<file path="src/rtl/dma_arb_pkg.sv">
package dma_arb_pkg;

   // selects the structure of the winner search
   typedef enum logic [0:0] {
      PICK_TREE = 1'b0,
      PICK_SCAN = 1'b1
   } pick_style_e;

   function automatic int unsigned idx_width(input int unsigned n);
      return (n < 2) ? 1 : $clog2(n);
   endfunction

endpackage

</file>
<file path="src/rtl/dma_arb_qualify.sv">
// Builds a comparison key per channel: {eligible, level}; zero when not eligible.
module dma_arb_qualify #(
   parameter int unsigned NUM_CH = 12,
   parameter int unsigned PRIO_W = 2,
   localparam int unsigned KEY_W = PRIO_W + 1
) (
   input  logic [NUM_CH-1:0]        req,
   input  logic [NUM_CH-1:0]        en,
   input  logic [NUM_CH*PRIO_W-1:0] prio,
   output logic [NUM_CH*KEY_W-1:0]  keys,
   output logic                     any_elig
);

   logic [NUM_CH-1:0] elig;

   assign elig     = req & en;
   assign any_elig = |elig;

   for (genvar c = 0; c < NUM_CH; c++) begin : g_key
      assign keys[c*KEY_W +: KEY_W] =
         elig[c] ? {1'b1, prio[c*PRIO_W +: PRIO_W]} : '0;
   end

endmodule

</file>
<file path="src/rtl/dma_arb_pick.sv">
// Finds the largest key; on equal keys the lower channel number wins.
module dma_arb_pick
   import dma_arb_pkg::*;
#(
   parameter int unsigned NUM_CH     = 12,
   parameter int unsigned PRIO_W     = 2,
   parameter pick_style_e PICK_STYLE = PICK_TREE,
   localparam int unsigned KEY_W  = PRIO_W + 1,
   localparam int unsigned IDX_W  = idx_width(NUM_CH),
   localparam int unsigned LEAVES = 1 << IDX_W
) (
   input  logic [NUM_CH*KEY_W-1:0] keys,
   output logic [IDX_W-1:0]        win_idx,
   output logic                    win_valid
);

   if (PICK_STYLE == PICK_TREE) begin : g_tree
      // heap layout: node n has children 2n+1 (lower numbers) and 2n+2
      logic [KEY_W-1:0] node_key [2*LEAVES-1];
      logic [IDX_W-1:0] node_idx [2*LEAVES-1];

      for (genvar j = 0; j < LEAVES; j++) begin : g_leaf
         if (j < NUM_CH) begin : g_real
            assign node_key[LEAVES-1+j] = keys[j*KEY_W +: KEY_W];
         end else begin : g_pad
            assign node_key[LEAVES-1+j] = '0;
         end
         assign node_idx[LEAVES-1+j] = IDX_W'(j);
      end

      for (genvar n = 0; n < LEAVES-1; n++) begin : g_node
         logic take_left;
         assign take_left   = node_key[2*n+1] >= node_key[2*n+2];
         assign node_key[n] = take_left ? node_key[2*n+1] : node_key[2*n+2];
         assign node_idx[n] = take_left ? node_idx[2*n+1] : node_idx[2*n+2];
      end

      assign win_idx   = node_key[0][KEY_W-1] ? node_idx[0] : '0;
      assign win_valid = node_key[0][KEY_W-1];
   end else begin : g_scan
      logic [KEY_W-1:0] best_key;
      logic [IDX_W-1:0] best_idx;

      always_comb begin
         best_key = '0;
         best_idx = '0;
         for (int i = NUM_CH-1; i >= 0; i--) begin
            if (keys[i*KEY_W +: KEY_W] >= best_key) begin
               best_key = keys[i*KEY_W +: KEY_W];
               best_idx = IDX_W'(i);
            end
         end
      end

      assign win_idx   = best_key[KEY_W-1] ? best_idx : '0;
      assign win_valid = best_key[KEY_W-1];
   end

endmodule

</file>
<file path="src/rtl/dma_arb_hold.sv">
// Holds the grant for a block; reloads when idle or on block completion.
module dma_arb_hold #(
   parameter int unsigned NUM_CH = 12,
   parameter int unsigned IDX_W  = 4
) (
   input  logic              clk,
   input  logic              rst_n,
   input  logic              blk_done,
   input  logic [IDX_W-1:0]  win_idx,
   input  logic              win_valid,
   output logic [NUM_CH-1:0] grant,
   output logic [IDX_W-1:0]  grant_idx,
   output logic              busy
);

   logic              decide;
   logic [NUM_CH-1:0] win_onehot;

   assign decide = !busy || blk_done;

   for (genvar c = 0; c < NUM_CH; c++) begin : g_dec
      assign win_onehot[c] = win_valid && (win_idx == IDX_W'(c));
   end

   always_ff @(posedge clk or negedge rst_n) begin
      if (!rst_n) begin
         grant     <= '0;
         grant_idx <= '0;
         busy      <= 1'b0;
      end else if (decide) begin
         grant     <= win_onehot;
         grant_idx <= win_valid ? win_idx : '0;
         busy      <= win_valid;
      end
   end

endmodule

</file>
<file path="src/rtl/dma_prio_arbiter.sv">
module dma_prio_arbiter
   import dma_arb_pkg::*;
#(
   parameter int unsigned NUM_CH     = 12,
   parameter int unsigned PRIO_W     = 2,
   parameter pick_style_e PICK_STYLE = PICK_TREE,
   localparam int unsigned IDX_W = idx_width(NUM_CH),
   localparam int unsigned KEY_W = PRIO_W + 1
) (
   input  logic                     clk,
   input  logic                     rst_n,
   input  logic [NUM_CH-1:0]        req,
   input  logic [NUM_CH-1:0]        en,
   input  logic [NUM_CH*PRIO_W-1:0] prio,
   input  logic                     blk_done,
   output logic [NUM_CH-1:0]        grant,
   output logic [IDX_W-1:0]         grant_idx,
   output logic                     busy
);

   if (NUM_CH < 2 || NUM_CH > 256) begin : g_bad_ch
      $error("dma_prio_arbiter: NUM_CH out of range");
   end
   if (PRIO_W < 1 || PRIO_W > 8) begin : g_bad_pw
      $error("dma_prio_arbiter: PRIO_W out of range");
   end

   logic [NUM_CH*KEY_W-1:0] keys;
   logic                    any_elig;
   logic [IDX_W-1:0]        win_idx;
   logic                    win_valid;

   dma_arb_qualify #(.NUM_CH(NUM_CH), .PRIO_W(PRIO_W)) u_qual (
      .req      (req),
      .en       (en),
      .prio     (prio),
      .keys     (keys),
      .any_elig (any_elig)
   );

   dma_arb_pick #(.NUM_CH(NUM_CH), .PRIO_W(PRIO_W), .PICK_STYLE(PICK_STYLE)) u_pick (
      .keys      (keys),
      .win_idx   (win_idx),
      .win_valid (win_valid)
   );

   dma_arb_hold #(.NUM_CH(NUM_CH), .IDX_W(IDX_W)) u_hold (
      .clk       (clk),
      .rst_n     (rst_n),
      .blk_done  (blk_done),
      .win_idx   (win_idx),
      .win_valid (win_valid),
      .grant     (grant),
      .grant_idx (grant_idx),
      .busy      (busy)
   );

endmodule

</file>
<file path="config.mk">
export PLATFORM = sky130hd
export DESIGN_NAME = dma_prio_arbiter
export DESIGN_NICKNAME = d
export VERILOG_FILES = /design/src/rtl/dma_arb_pkg.sv /design/src/rtl/dma_arb_qualify.sv /design/src/rtl/dma_arb_pick.sv /design/src/rtl/dma_arb_hold.sv /design/src/rtl/dma_prio_arbiter.sv
export SDC_FILE = /design/constraint.sdc
export NUM_CORES = 1
export LEC_CHECK = 0
export ABC_AREA = 1
export BUFFER_PORTS_ARGS = -buffer_cell sky130_fd_sc_hd__buf_4
export CAP_MARGIN = 20
export CORE_MARGIN = 4
export CORE_UTILIZATION = 25
export DETAILED_ROUTE_END_ITERATION = 16
export GPL_TIMING_DRIVEN = 0
export MAX_ROUTING_LAYER = met4
export SLEW_MARGIN = 10
export SYNTH_ARGS = -nofsm -noshare
export SYNTH_HDL_FRONTEND = slang
export SYNTH_SLANG_ARGS = --single-unit
export TNS_END_PERCENT = 1
</file>
<file path="constraint.sdc">
create_clock -name clk -period 3.2 [get_ports clk]
set_clock_uncertainty 0.05 [all_clocks]
set_input_delay 0.16 -clock clk [delete_from_list [all_inputs] [get_ports clk]]
set_output_delay 0.16 -clock clk [all_outputs]
set_load 0.01 [all_outputs]
</file>
## Word level (Yosys, flattened, before mapping)

Cells that the tools add are included.

- Word-level logic and storage cells: 80
- Bits in registers: 17
- Input bits: 51

- Multiplexer cells: 38
- Reductions and logical operators: 15
- Order comparisons: 12
- Equal/unequal tests: 11
- Bitwise operators: 1

Operators with widths:

| kind | count |
|---|---|
| 3-bit two-way mux | 26 |
| 3-bit >= comparator | 11 |
| 4-bit by 3-bit == test with 1-bit output (second input constant) | 4 |
| 4-bit == test (second input constant) | 4 |
| 12-bit bitwise AND | 1 |
| 1-bit logical AND | 12 |
| 4-bit two-way mux | 3 |
| 4-bit by 2-bit == test with 1-bit output (second input constant) | 2 |
| 1-bit two-way mux | 6 |
| 2-bit two-way mux | 3 |
| 4-bit by 1-bit == test with 1-bit output (second input constant) | 1 |
| 4-bit zero test | 1 |
| 3-bit by 1-bit >= comparator with 1-bit output (second input constant) | 1 |
| 1-bit zero test | 1 |
| 1-bit logical OR | 1 |

## Depth between registers and ports, before layout

Gate-level depths: netlist of the first run.

- Depth in word-level cells: 13
- Gate-level depth with buffers: 39
- Depth with buffers taken out: 39

## By module

A second synthesis of the first run with hierarchy kept.

- Cells, all modules: 377
- Area, all modules: 2296.0 um^2

Modules (own cells, without submodules):

| module | cells each | sequential area each (um^2) | times used | area each (um^2) |
|---|---|---|---|---|
| dma_arb_pick | 202 | 0.0 | 1 | 1223.7 |
| dma_arb_hold | 93 | 425.4 | 1 | 738.2 |
| dma_arb_qualify | 82 | 0.0 | 1 | 334.1 |

## Least setup slack after synthesis of the first run

No wires, ideal clock.

- Path type: input port to flip-flop
- From: in req[6]
- To: reg u_hold.grant_idx[1]
- Setup time: 0.119 ns
- Data arrival time: 4.587 ns
- Slack: -1.556 ns
- Stages: 38
- Cells stage by stage: nand2_1 -> inv_1 -> nand2_1 -> ha_1 -> inv_1 -> nand2_1 -> nor2_1 -> nor2_1 -> nand2_2 -> nand2_4 -> nor2_1 -> a21oi_1 -> ha_1 -> inv_1 -> nand2_1 -> a21o_1 -> nand2_1 -> nand2_1 -> [... 2 more ...] -> nand2_1 -> inv_1 -> ha_1 -> a21oi_1 -> o211ai_4 -> inv_2 -> nand3_2 -> and2_2 -> ha_1 -> a21oi_2 -> o21ai_2 -> a31oi_4 -> inv_2 -> o21ai_2 -> inv_2 -> nand2_2 -> nand2_1 -> o21a_1

- Longest elaborated chain between the ends: 12

RTL lines:

| what | RTL line | source |
|---|---|---|
| start: declaration | dma_prio_arbiter.sv:12 | `input logic [NUM_CH-1:0] req,` |
| 12-bit bitwise AND * | dma_arb_qualify.sv:16 | `assign elig = req & en;` |
| 3-bit two-way mux * | dma_arb_qualify.sv:21 | `elig[c] ? {1'b1, prio[c*PRIO_W +: PRIO_W]} : '0;` |
| 3-bit >= comparator | dma_arb_pick.sv:33 | `assign take_left = node_key[2*n+1] >= node_key[2*n+2];` |
| 3-bit two-way mux * | dma_arb_pick.sv:34 | `assign node_key[n] = take_left ? node_key[2*n+1] : node_key[2*n+2];` |
| 3-bit >= comparator | dma_arb_pick.sv:33 |  |
| 3-bit two-way mux | dma_arb_pick.sv:34 |  |
| 3-bit >= comparator | dma_arb_pick.sv:33 |  |
| 3-bit two-way mux | dma_arb_pick.sv:34 |  |
| 3-bit >= comparator | dma_arb_pick.sv:33 |  |
| 4-bit two-way mux or 3-bit two-way mux (tied branches) | dma_arb_pick.sv:35, dma_arb_pick.sv:34 |  |
| 4-bit two-way mux | dma_arb_pick.sv:38 | `assign win_idx = node_key[0][KEY_W-1] ? node_idx[0] : '0;` |
| 4-bit two-way mux * | dma_arb_hold.sv:32 | `grant_idx <= win_valid ? win_idx : '0;` |
| end signal: assignment | dma_arb_hold.sv:32 |  |
| end: declaration | dma_arb_hold.sv:12 | `output logic [IDX_W-1:0] grant_idx,` |

Mark *: on every way between the ends. The rest lies on a longest branch, timed or not.
A chain may end at the register's enable or synchronous reset.

## Worst setup path in the final report of the first run

- From: in en[6]
- To: reg u_hold.grant[5]

- Longest elaborated chain between the ends: 13

RTL lines:

| what | RTL line | source |
|---|---|---|
| start: declaration | dma_prio_arbiter.sv:13 | `input logic [NUM_CH-1:0] en,` |
| 12-bit bitwise AND * | dma_arb_qualify.sv:16 |  |
| 3-bit two-way mux * | dma_arb_qualify.sv:21 |  |
| 3-bit >= comparator | dma_arb_pick.sv:33 |  |
| 3-bit two-way mux | dma_arb_pick.sv:34 |  |
| 3-bit >= comparator | dma_arb_pick.sv:33 |  |
| 3-bit two-way mux | dma_arb_pick.sv:34 |  |
| 3-bit >= comparator | dma_arb_pick.sv:33 |  |
| 3-bit two-way mux | dma_arb_pick.sv:34 |  |
| 3-bit >= comparator | dma_arb_pick.sv:33 |  |
| 4-bit two-way mux or 3-bit two-way mux (tied branches) | dma_arb_pick.sv:35, dma_arb_pick.sv:34 |  |
| 4-bit two-way mux | dma_arb_pick.sv:38 |  |
| 4-bit by 3-bit == test with 1-bit output | dma_arb_hold.sv:22 | `assign win_onehot[c] = win_valid && (win_idx == IDX_W'(c));` |
| 1-bit logical AND * | dma_arb_hold.sv:22 |  |
| end signal: assignment | dma_arb_hold.sv:31 | `grant <= win_onehot;` |
| end: declaration | dma_arb_hold.sv:11 | `output logic [NUM_CH-1:0] grant,` |

Marked as above.

==> impl_metrics.toml, run 1 <==
[status]
status = "complete, but fails checks"
violations = "setup timing"

[worst_setup_path]
cp-end-kind = "register"
startpoint = "en[6]"
worstPathMaxFanout = 7
path_common_cell = "nand2_4"
max_stage_delay_ps = 300
crit_type = "in2reg"
start_kind = "input pin"
arrival_ps = 4460
regToRegStartpoint = "u_hold.busy"
reg2regPathDepth = 6
critPathSlowestCell = "ha_4"
required_ps = 3340
r2r-end = "u_hold.grant[0]"
r2r_slack_ps = 1580

[die]
coreArea_um2 = 8678
io_pins = 68
start_util = 0.2559
dieWidth_um = 102.3
rows = 34
die-area_um2 = 10460
die_h_um = 102.3

[grt]
track_usage = 0.1107
grt_pass1_wl_um = 9480
gr-total-overflow = 0
antenna_found_initial = 0
grt_pass1_vias = 2309
grt_max_degree = 18

[drt]
drt-initial-drc-count = 34
viasPerCell = 4.471
routed_wl_um = 5789
route.detailed.drc = 0
vias = 2392
drt_pass1_iterations = 4
post_drt_wl_per_cell_um = 10.82
drtAntennaViolNets = 0

[logic_synthesis]
synth.most_common_cell = "nand2_1"
synth.distinct_cells = 34
yosys.area.top_type = "dfrtp_1"
synth-async-reset-ratio = 1.000
ys_warn_count = 0
ys_seq_area_frac = 0.1915
avgSynthCellArea_um2 = 6.984
synth.cell_area_um2 = 2221
yosys-top-cells-area = "dfrtp_1 (19%), ha_1 (18%), nand2_1 (15%)"
postSynthCellCount = 318
netlist.area_leader.share = 0.1915
synth_common_cells = "nand2_1 (89), inv_1 (38), ha_1 (32)"
synth_enable_flop_cells = 0
synthFlopType = "dfrtp_1"
yosys_register_bits = 17
syn_nets = 401

[final_layout]
finalNetCount = 511
syn_to_final_growth_pct = 63.72
fin_area_um2 = 3636
diodes = 0
n_fill_cell = 872
drive_gt1_frac = 0.4918

[sta]
setup_ws_ps = -1116
rsz0062_at_grt = "yes"
hold_viol = 0
fin_crit_sh = 1.349
period_minus_slack_ps = 4316
finalSetupViolCount = 17
max-slew-margin-rel = 0.6940
drv_slew = 0
worst-slew-pin-transition_ps = 457.3
fmax_ghz = 0.2317

[clocking]
ctsLongestPathBuffers = 2
cts_tree = "built"
clock_latency_ps = 250
cts_buffers = 3
htreeDepth = 1
cts_num_sinks = 17
cts_root_buf = "clkbuf_8"
path_clk_slew_ps = 60

[hold_path]
hold-path-endpoint = "u_hold.grant_idx[2]"
hp-start = "blk_done"
min-delay-path-class = "in2reg"
hold_depth = 3

[placed_design]
placed_cell_area_um2 = 2955
port_buffers = 67
pre_cts_ws_ps = -1747
finalWeightedCongestion = 0.7374
place_hpwl_um = 4461

[pwr]
power.leakage_nw = 1.798
ir_worst_vdd_mv = 0.4703
power.density_nw_per_um2 = 919.6

[job]
max_cap_viol_count = 0
-- what timing repair did --
item	4_1_cts	5_1_grt
hold buffers	1	0
gates resized for setup	23	54
setup endpoints to repair	17	17
buffers inserted	19	18
endpoints found under the hold margin	17	0
pin swaps	20	44
-- cells in the final DEF, fill, tap and decap left out, drive strengths merged --
cell / count
a21o: 1
a21oi: 13
a31oi: 2
and2: 1
and3: 1
buf: 104
clkbuf: 5
clkinv: 1
dfrtp: 17
dlygate4sd3: 1
ha: 32
inv: 44
nand2: 100
nand3: 28
nand3b: 4
nand4: 4
nor2: 28
o211ai: 5
o21a: 1
o21ai: 29
o21bai: 6
-- power by group --
part	switching, mW	total (mW)	internal, mW
Sequential	0.0322	0.314	0.282
Clock	0.0786	0.165	0.0866
Combinational	1.55	2.86	1.31
Total	1.66	3.34	1.68
-- stage by stage --
stage | hold slack [ps] | setup TNS [ps] | util | std cells | power [mW]
after detailed placement | -9.963 | -27970 | 0.3405 | 493 | 2.330
after floorplan | -185.6 | -17880 | - | 318 | 1.907
after global routing | 265.9 | -22460 | 0.4190 | 535 | 3.624
after global placement | -13.38 | -26130 | 0.3405 | 493 | 2.280
final | 247.6 | -17520 | 0.4190 | 535 | 3.344
after CTS | 251.5 | -18020 | 0.3750 | 517 | 3.031
-- critical path: cells and delay by family --
family	cells	cell delay, ps
AO/OA/AOI/OAI	4	660
adder cells (fa/ha/maj)	4	1050
buffers and inverters	9	800
AND/OR/NAND/NOR	21	1790
-- per-layer routing --
metal  routed length [um]  GRT usage  vias up  share of wire
li1                     -          -     1275              -
met1                 2569     0.1360     1071           0.44
met2                 2932     0.1969       42           0.51
met3                  225   0.005461        4          0.039
met4                   61    0.03027        0          0.011
met5                    0          -        -              0
-- cell families after synthesis --
family,synth area share
compound gates,0.1921
buf+inv,0.07888
fa+ha+maj,0.1803
flops,0.1916
simple gates,0.3572
-- sequential cells by signal, indices dropped and copies added (netlist names) --
signal            count
u_hold.grant         12
u_hold.grant_idx      4
u_hold.busy           1
-- how the worst max path moves through the flow --
stage | slack [ps] | cells after the start | end
4_1_cts | -1110 | 32 | u_hold.grant[11]
6_report | -1120 | 38 | u_hold.grant[5]
5_1_grt | -1410 | 39 | u_hold.grant[5]
2_1_floorplan | -1130 | 38 | u_hold.grant_idx[1]
3_5_place_dp | -1750 | 30 | u_hold.grant[2]
3_3_place_gp | -1620 | 30 | u_hold.grant[4]
-- final cells by class --
type                            count  area (um^2)  area share
Buffer                              2        7.507    0.002065
Clock buffer                        3        41.29     0.01136
Clock inverter                      1        5.005    0.001376
Inverter                           44        182.7     0.05024
Multi-Input combinational cell    255         2006      0.5516
Sequential cell                    17        425.4      0.1170
Tap cell                          108        135.1     0.03716
Timing Repair Buffer              105        833.3      0.2292
Note: power is estimated with default switching activity, not from simulation.
==> inputs of run 2 (changes only) <==
ABC_AREA = unset   (was 1)
==> run 2 against run 1 <==
  * The flow still finishes with violations (setup timing)
  * Critical path type unchanged
  * Utilization down 2.4 points
  * Critical path depth decreased by 12
  * Via count shrank 10%
  * Synthesized cell count shrank 20%
  * Largest power group unchanged
  * Sequential power down 5%
==> impl_metrics.toml, run 2 <==
[logic_synthesis]
synth_top_family_by_area = "compound AO/OA/AOI/OAI gates"
synth_compound_area_frac = 0.2388
avgSynthCellArea_um2 = 8.271
synth.distinct_cells = 42
yosys_register_bits = 17
synth-xor-area-share = 0
syn_nets = 337
yosys-top-cells-area = "dfrtp_1 (20%), ha_1 (19%), nand2_1 (8.8%)"
synth_common_cells = "nand2_1 (49), ha_1 (32), inv_1 (21)"
ys_seq_area_frac = 0.2025
synthMuxAreaShare = 0.09410
postSynthCellCount = 254
synth_adder_area_share = 0.1954
synth.cell_area_um2 = 2101
yosys.area.top_type = "dfrtp_1"
synth.most_common_cell = "nand2_1"
ys_warn_count = 0
synthFlopType = "dfrtp_1"
synth-async-reset-ratio = 1.000
netlist.area_leader.share = 0.2025
synth_enable_flop_cells = 0
synthSimpleGateAreaFrac = 0.2281

[worst_setup_path]
crit_buf_inv = 3
required_ps = 3270
worstPathMaxFanout = 5
r2r-end = "u_hold.grant_idx[1]"
start_kind = "input pin"
r2r_slack_ps = 1540
reg2regPathDepth = 5
cp-end-kind = "register"
crit_family = "compound AO/OA/AOI/OAI gates"
crit_cells = 26
crit_type = "in2reg"
arrival_ps = 4700
max_stage_delay_ps = 430
startpoint = "en[6]"
regToRegStartpoint = "u_hold.busy"
critPathSlowestCell = "a2111oi_4"

[clocking]
cts_tree = "built"
ctsLongestPathBuffers = 2
cts_root_buf = "clkbuf_8"
clock_latency_ps = 250
cts_buffers = 3
htreeDepth = 1
path_clk_slew_ps = 60
cts_num_sinks = 17

[pwr]
power.leakage_nw = 1.581
power.density_nw_per_um2 = 554.4
ir_worst_vdd_mv = 0.2279

[sta]
period_minus_slack_ps = 4636
drv_slew = 0
worst-slew-pin-transition_ps = 500.8
max-slew-margin-rel = 0.6633
rsz0062_at_grt = "yes"
fin_crit_sh = 1.449
hold_viol = 0
finalSetupViolCount = 17
fmax_ghz = 0.2157
setup_ws_ps = -1436
holdWs_ps = 236.2

[drt]
viasPerCell = 4.725
route.detailed.drc = 0
drt-initial-drc-count = 67
vias = 2145
routed_wl_um = 5218
post_drt_wl_per_cell_um = 11.49
drt_pass1_iterations = 4
drtAntennaViolNets = 0

[final_layout]
final_common_cell = "buf_4"
regMostFlops = "u_hold.grant"
top_regs = "u_hold.grant: 12 flops, u_hold.grant_idx: 4 flops, u_hold.busy: 1 flops"
syn_to_final_growth_pct = 53.72
finalNetCount = 433
diodes = 0
largest_reg_flops = 12
mostFrequentLayoutCells = "buf_4 (86), nand2_1 (44), ha_1 (29)"
stdcell_count = 454
drive_gt1_frac = 0.4327
n_fill_cell = 853
post-route-util = 0.3950

[placed_design]
finalWeightedCongestion = 0.7736
place_hpwl_um = 4358
placed_cells = 426
port_buffers = 67
pre_cts_ws_ps = -2210

[die]
start_util = 0.2570
rows = 33
coreArea_um2 = 8175
dieWidth_um = 99.67
io_pins = 68
die_h_um = 99.67
die-area_um2 = 9934

[grt]
gr-total-overflow = 0
grt_max_degree = 18
grt_pass1_vias = 1996
antenna_found_initial = 0
track_usage = 0.1030
grt_pass1_wl_um = 8431

[status]
violations = "setup timing"
status = "complete, but fails checks"

[hold_path]
hold-path-endpoint = "u_hold.busy"
hold_depth = 3
min-delay-path-class = "in2reg"
hp-start = "blk_done"

[job]
max_cap_viol_count = 0
run 2: what timing repair did:
item	4_1_cts	5_1_grt
endpoints found under the setup margin	17	17
resized for setup	12	22
hold buffers	1	0
setup buffers	9	14
pin swaps	12	24
hold endpoints to repair	17	0
run 2: worst max-delay path by stage:
stage                                endpoint
final                     u_hold.grant_idx[1]
after global routing      u_hold.grant_idx[1]
after CTS                     u_hold.grant[6]
after detailed placement      u_hold.grant[7]
after global placement        u_hold.grant[7]
after floorplan           u_hold.grant_idx[1]
run 2: per-layer routing:
layer	up-vias	wire, um	global-route usage
met3	5	278	0.01052
met1	979	2390	0.1344
li1	1115	-	-
met4	0	35	0.01891
met2	46	2514	0.1739
met5	-	0	-
run 2: layout make-up:
| type | count | area [um^2] | share of cell area |
|---|---|---|---|
| Tap cell | 105 | 131.4 | 0.04068 |
| Inverter | 21 | 78.83 | 0.02441 |
| Buffer | 2 | 7.507 | 0.002325 |
| Sequential cell | 17 | 425.4 | 0.1317 |
| Clock buffer | 4 | 45.04 | 0.01395 |
| Timing Repair Buffer | 91 | 709.4 | 0.2197 |
| Multi-Input combinational cell | 214 | 1832 | 0.5672 |
run 2: per-stage QoR:
step	power (mW)	TNS (ps)	area, um^2
2_1_floorplan	1.063	-21410	2217
3_3_place_gp	1.336	-32610	2851
3_5_place_dp	1.353	-34360	2851
4_1_cts	1.631	-22280	3035
5_1_grt	1.928	-25940	3229
6_report	1.790	-22090	3229
run 2: tightest hold or removal path, delay by kind of cell:
family	cells	cell delay (ps)
buffers and inverters	1	80
AND/OR/NAND/NOR	2	250
run 2: report_power, final:
group	total (mW)	switching (mW)	internal, mW
clock network	0.156	0.0676	0.0883
registers	0.297	0.0303	0.266
logic	1.34	0.661	0.676
total	1.79	0.759	1.03
run 2: cells by family (layout without fill, tap and decap cells):
kind of cell / after synthesis / count (layout)
compound gates: 65 / 65
fa+ha+maj: 33 / 33
buf+inv: 23 / 118
flops: 17 / 17
mux: 19 / 19
simple gates: 97 / 97
==> inputs of run 3 (changes only) <==
BUFFER_PORTS_ARGS = -buffer_cell sky130_fd_sc_hd__clkbuf_2   (was -buffer_cell sky130_fd_sc_hd__buf_4)
TNS_END_PERCENT = unset   (was 1)
==> run 3 against run 2 <==
  * The flow still finishes with violations (setup timing)
  * Sequential share of layout area is essentially flat
  * Clock power increased by 3%
  * Critical path depth is 1 lower
  * Via count is 1.2% higher
  * Largest power group unchanged
  * Fmax grew 1.3%
  * Highest routed layer unchanged
  * Combinational power rose by 7%
  * Cell area down 0.27%
==> impl_metrics.toml, run 3 (synthesis results as in run 2) <==
[final_layout]
fin_area_um2 = 3221
regMostFlops = "u_hold.grant"
finalNetCount = 442
n_fill_cell = 847
drive_gt1_frac = 0.4804
diodes = 0
multi_input_area_um2 = 1907
top_regs = "u_hold.grant: 12 flops, u_hold.grant_idx: 4 flops, u_hold.busy: 1 flops"
largest_reg_flops = 12
post-route-util = 0.3939
mostFrequentLayoutCells = "clkbuf_2 (65), nand2_1 (44), ha_1 (27), buf_4 (27), inv_1 (19)"
register_area_um2 = 425.4
syn_to_final_growth_pct = 53.31
stdcell_count = 463
final_common_cell = "clkbuf_2"

[pwr]
power.leakage_nw = 1.593
pwr-share-clk = 0.085
power.internal_mw = 1.063
p_switching_mw = 0.8278
p_comb_frac = 0.761
seq_power_share = 0.155
switching_share = 0.4379
power_mw = 1.890
power.density_nw_per_um2 = 587.0
ir_worst_vdd_mv = 0.2685

[status]
violations = "setup timing"
status = "complete, but fails checks"

[clocking]
cts_num_sinks = 17
path_clk_slew_ps = 60
clock_latency_ps = 250
cts_buffers = 3
ctsLongestPathBuffers = 2
htreeDepth = 1
cts_root_buf = "clkbuf_8"
cts_tree = "built"

[worst_setup_path]
max_stage_delay_ps = 380
cp-end-kind = "register"
start_kind = "input pin"
arrival_ps = 4650
critPathSlowestCell = "a2111oi_4"
crit_type = "in2reg"
crit_family = "compound AO/OA/AOI/OAI gates"
worstPathMaxFanout = 7
required_ps = 3270
crit_cells = 25
reg2regPathDepth = 5
crit_buf_inv = 3

[sta]
rsz0062_at_grt = "yes"
fin_crit_sh = 1.430
setup_ws_ps = -1376
hold_viol = 0
holdWs_ps = 269.7
drv_slew = 0
fmax_ghz = 0.2185
max-slew-margin-rel = 0.6534
period_minus_slack_ps = 4576
finalSetupViolCount = 17
worst-slew-pin-transition_ps = 519.9

[grt]
grt_use_met3 = 0.008415
grt_pass1_vias = 2101
antenna_found_initial = 0
use_met1 = 0.1467
gr-usage-met2 = 0.1832
grt_pass1_wl_um = 9266
grt_max_degree = 18
grt-busiest-layer = "met2"
gr-total-overflow = 0
track_usage = 0.1107

[drt]
drt-initial-drc-count = 94
drt_pass1_iterations = 4
viasPerCell = 4.689
routed_wl_um = 5416
route.detailed.drc = 0
drtAntennaViolNets = 0
post_drt_wl_per_cell_um = 11.70
vias = 2171

[die]
dieWidth_um = 99.67
io_pins = 68
die-area_um2 = 9934
start_util = 0.2570
rows = 33
die_h_um = 99.67
coreArea_um2 = 8175

[hold_path]
min-delay-path-class = "in2reg"
hold_depth = 4

[placed_design]
placed_cell_area_um2 = 2688
port_buffers = 67
place_hpwl_um = 4350
finalWeightedCongestion = 0.7989
placed_cells = 426

[job]
max_cap_viol_count = 0
[run 3: changes by cell type in the layout (fill, tap and decap cells not counted), moves of 3 or more]
cell      delta
o21ai_1      +3
mux2i_2      +3
buf_6        +3
clkbuf_2    +65
buf_4       -59
o21ai_0      -6
[run 3: timing repair]
item | 4_1_cts | 5_1_grt
endpoints found under the setup margin | 17 | 17
gates resized for setup | 30 | 22
hold buffers | 1 | 0
hold endpoints to repair | 17 | 0
pin swaps | 20 | 20
buffers inserted | 23 | 9
[run 3: worst paths after layout]
path,startpoint,to,slack [ps]
setup / recovery,en[6],u_hold.grant_idx[1],-1380
hold / removal,en[9],u_hold.grant[9],270
setup reg to reg,u_hold.busy,u_hold.grant[9],1550
hold reg to reg,u_hold.grant_idx[3],u_hold.grant_idx[3],420
max in group asynchronous,rst_n,u_hold.grant[0],2480
min in group asynchronous,rst_n,u_hold.grant_idx[3],330
[run 3: final cells by class]
type	count	share of cell area
plain buffers	2	0.002331
clock buffers	4	0.01399
multi-input cells	214	0.5921
inverters	21	0.02448
well taps	105	0.04079
repair buffers	100	0.1943
flip-flops and latches	17	0.1321
[run 3: worst register-to-register path: stages (launching register included)]
cell      delay [ps]
dfrtp_1          360
nor2b_1          150
clkbuf_1         430
clkbuf_1         400
nand2_1          110
o31ai_1           70
[run 3: layer usage]
layer	share of wire	up-vias	wire [um]
met2	0.47	51	2558
met5	0	-	0
li1	-	1129	-
met1	0.48	984	2576
met4	0.0098	0	53
met3	0.042	7	227
[run 3: power by group through the flow]
stage | Clock (mW) | Sequential (mW) | Combinational (mW)
6_report | 0.160 | 0.293 | 1.44
5_1_grt | 0.171 | 0.302 | 1.58
4_1_cts | 0.163 | 0.294 | 1.33
3_5_place_dp | 0 | 0.298 | 1.03
3_3_place_gp | 0 | 0.298 | 1.00
2_1_floorplan | 0 | 0.319 | 0.756
[run 3: per-stage QoR]
stage          TNS, ps  setup WS [ps]
2_1_floorplan   -21090          -1370
3_3_place_gp    -31220          -1973
3_5_place_dp    -33300          -2063
4_1_cts         -19460          -1263
5_1_grt         -25730          -1613
6_report        -21560          -1376
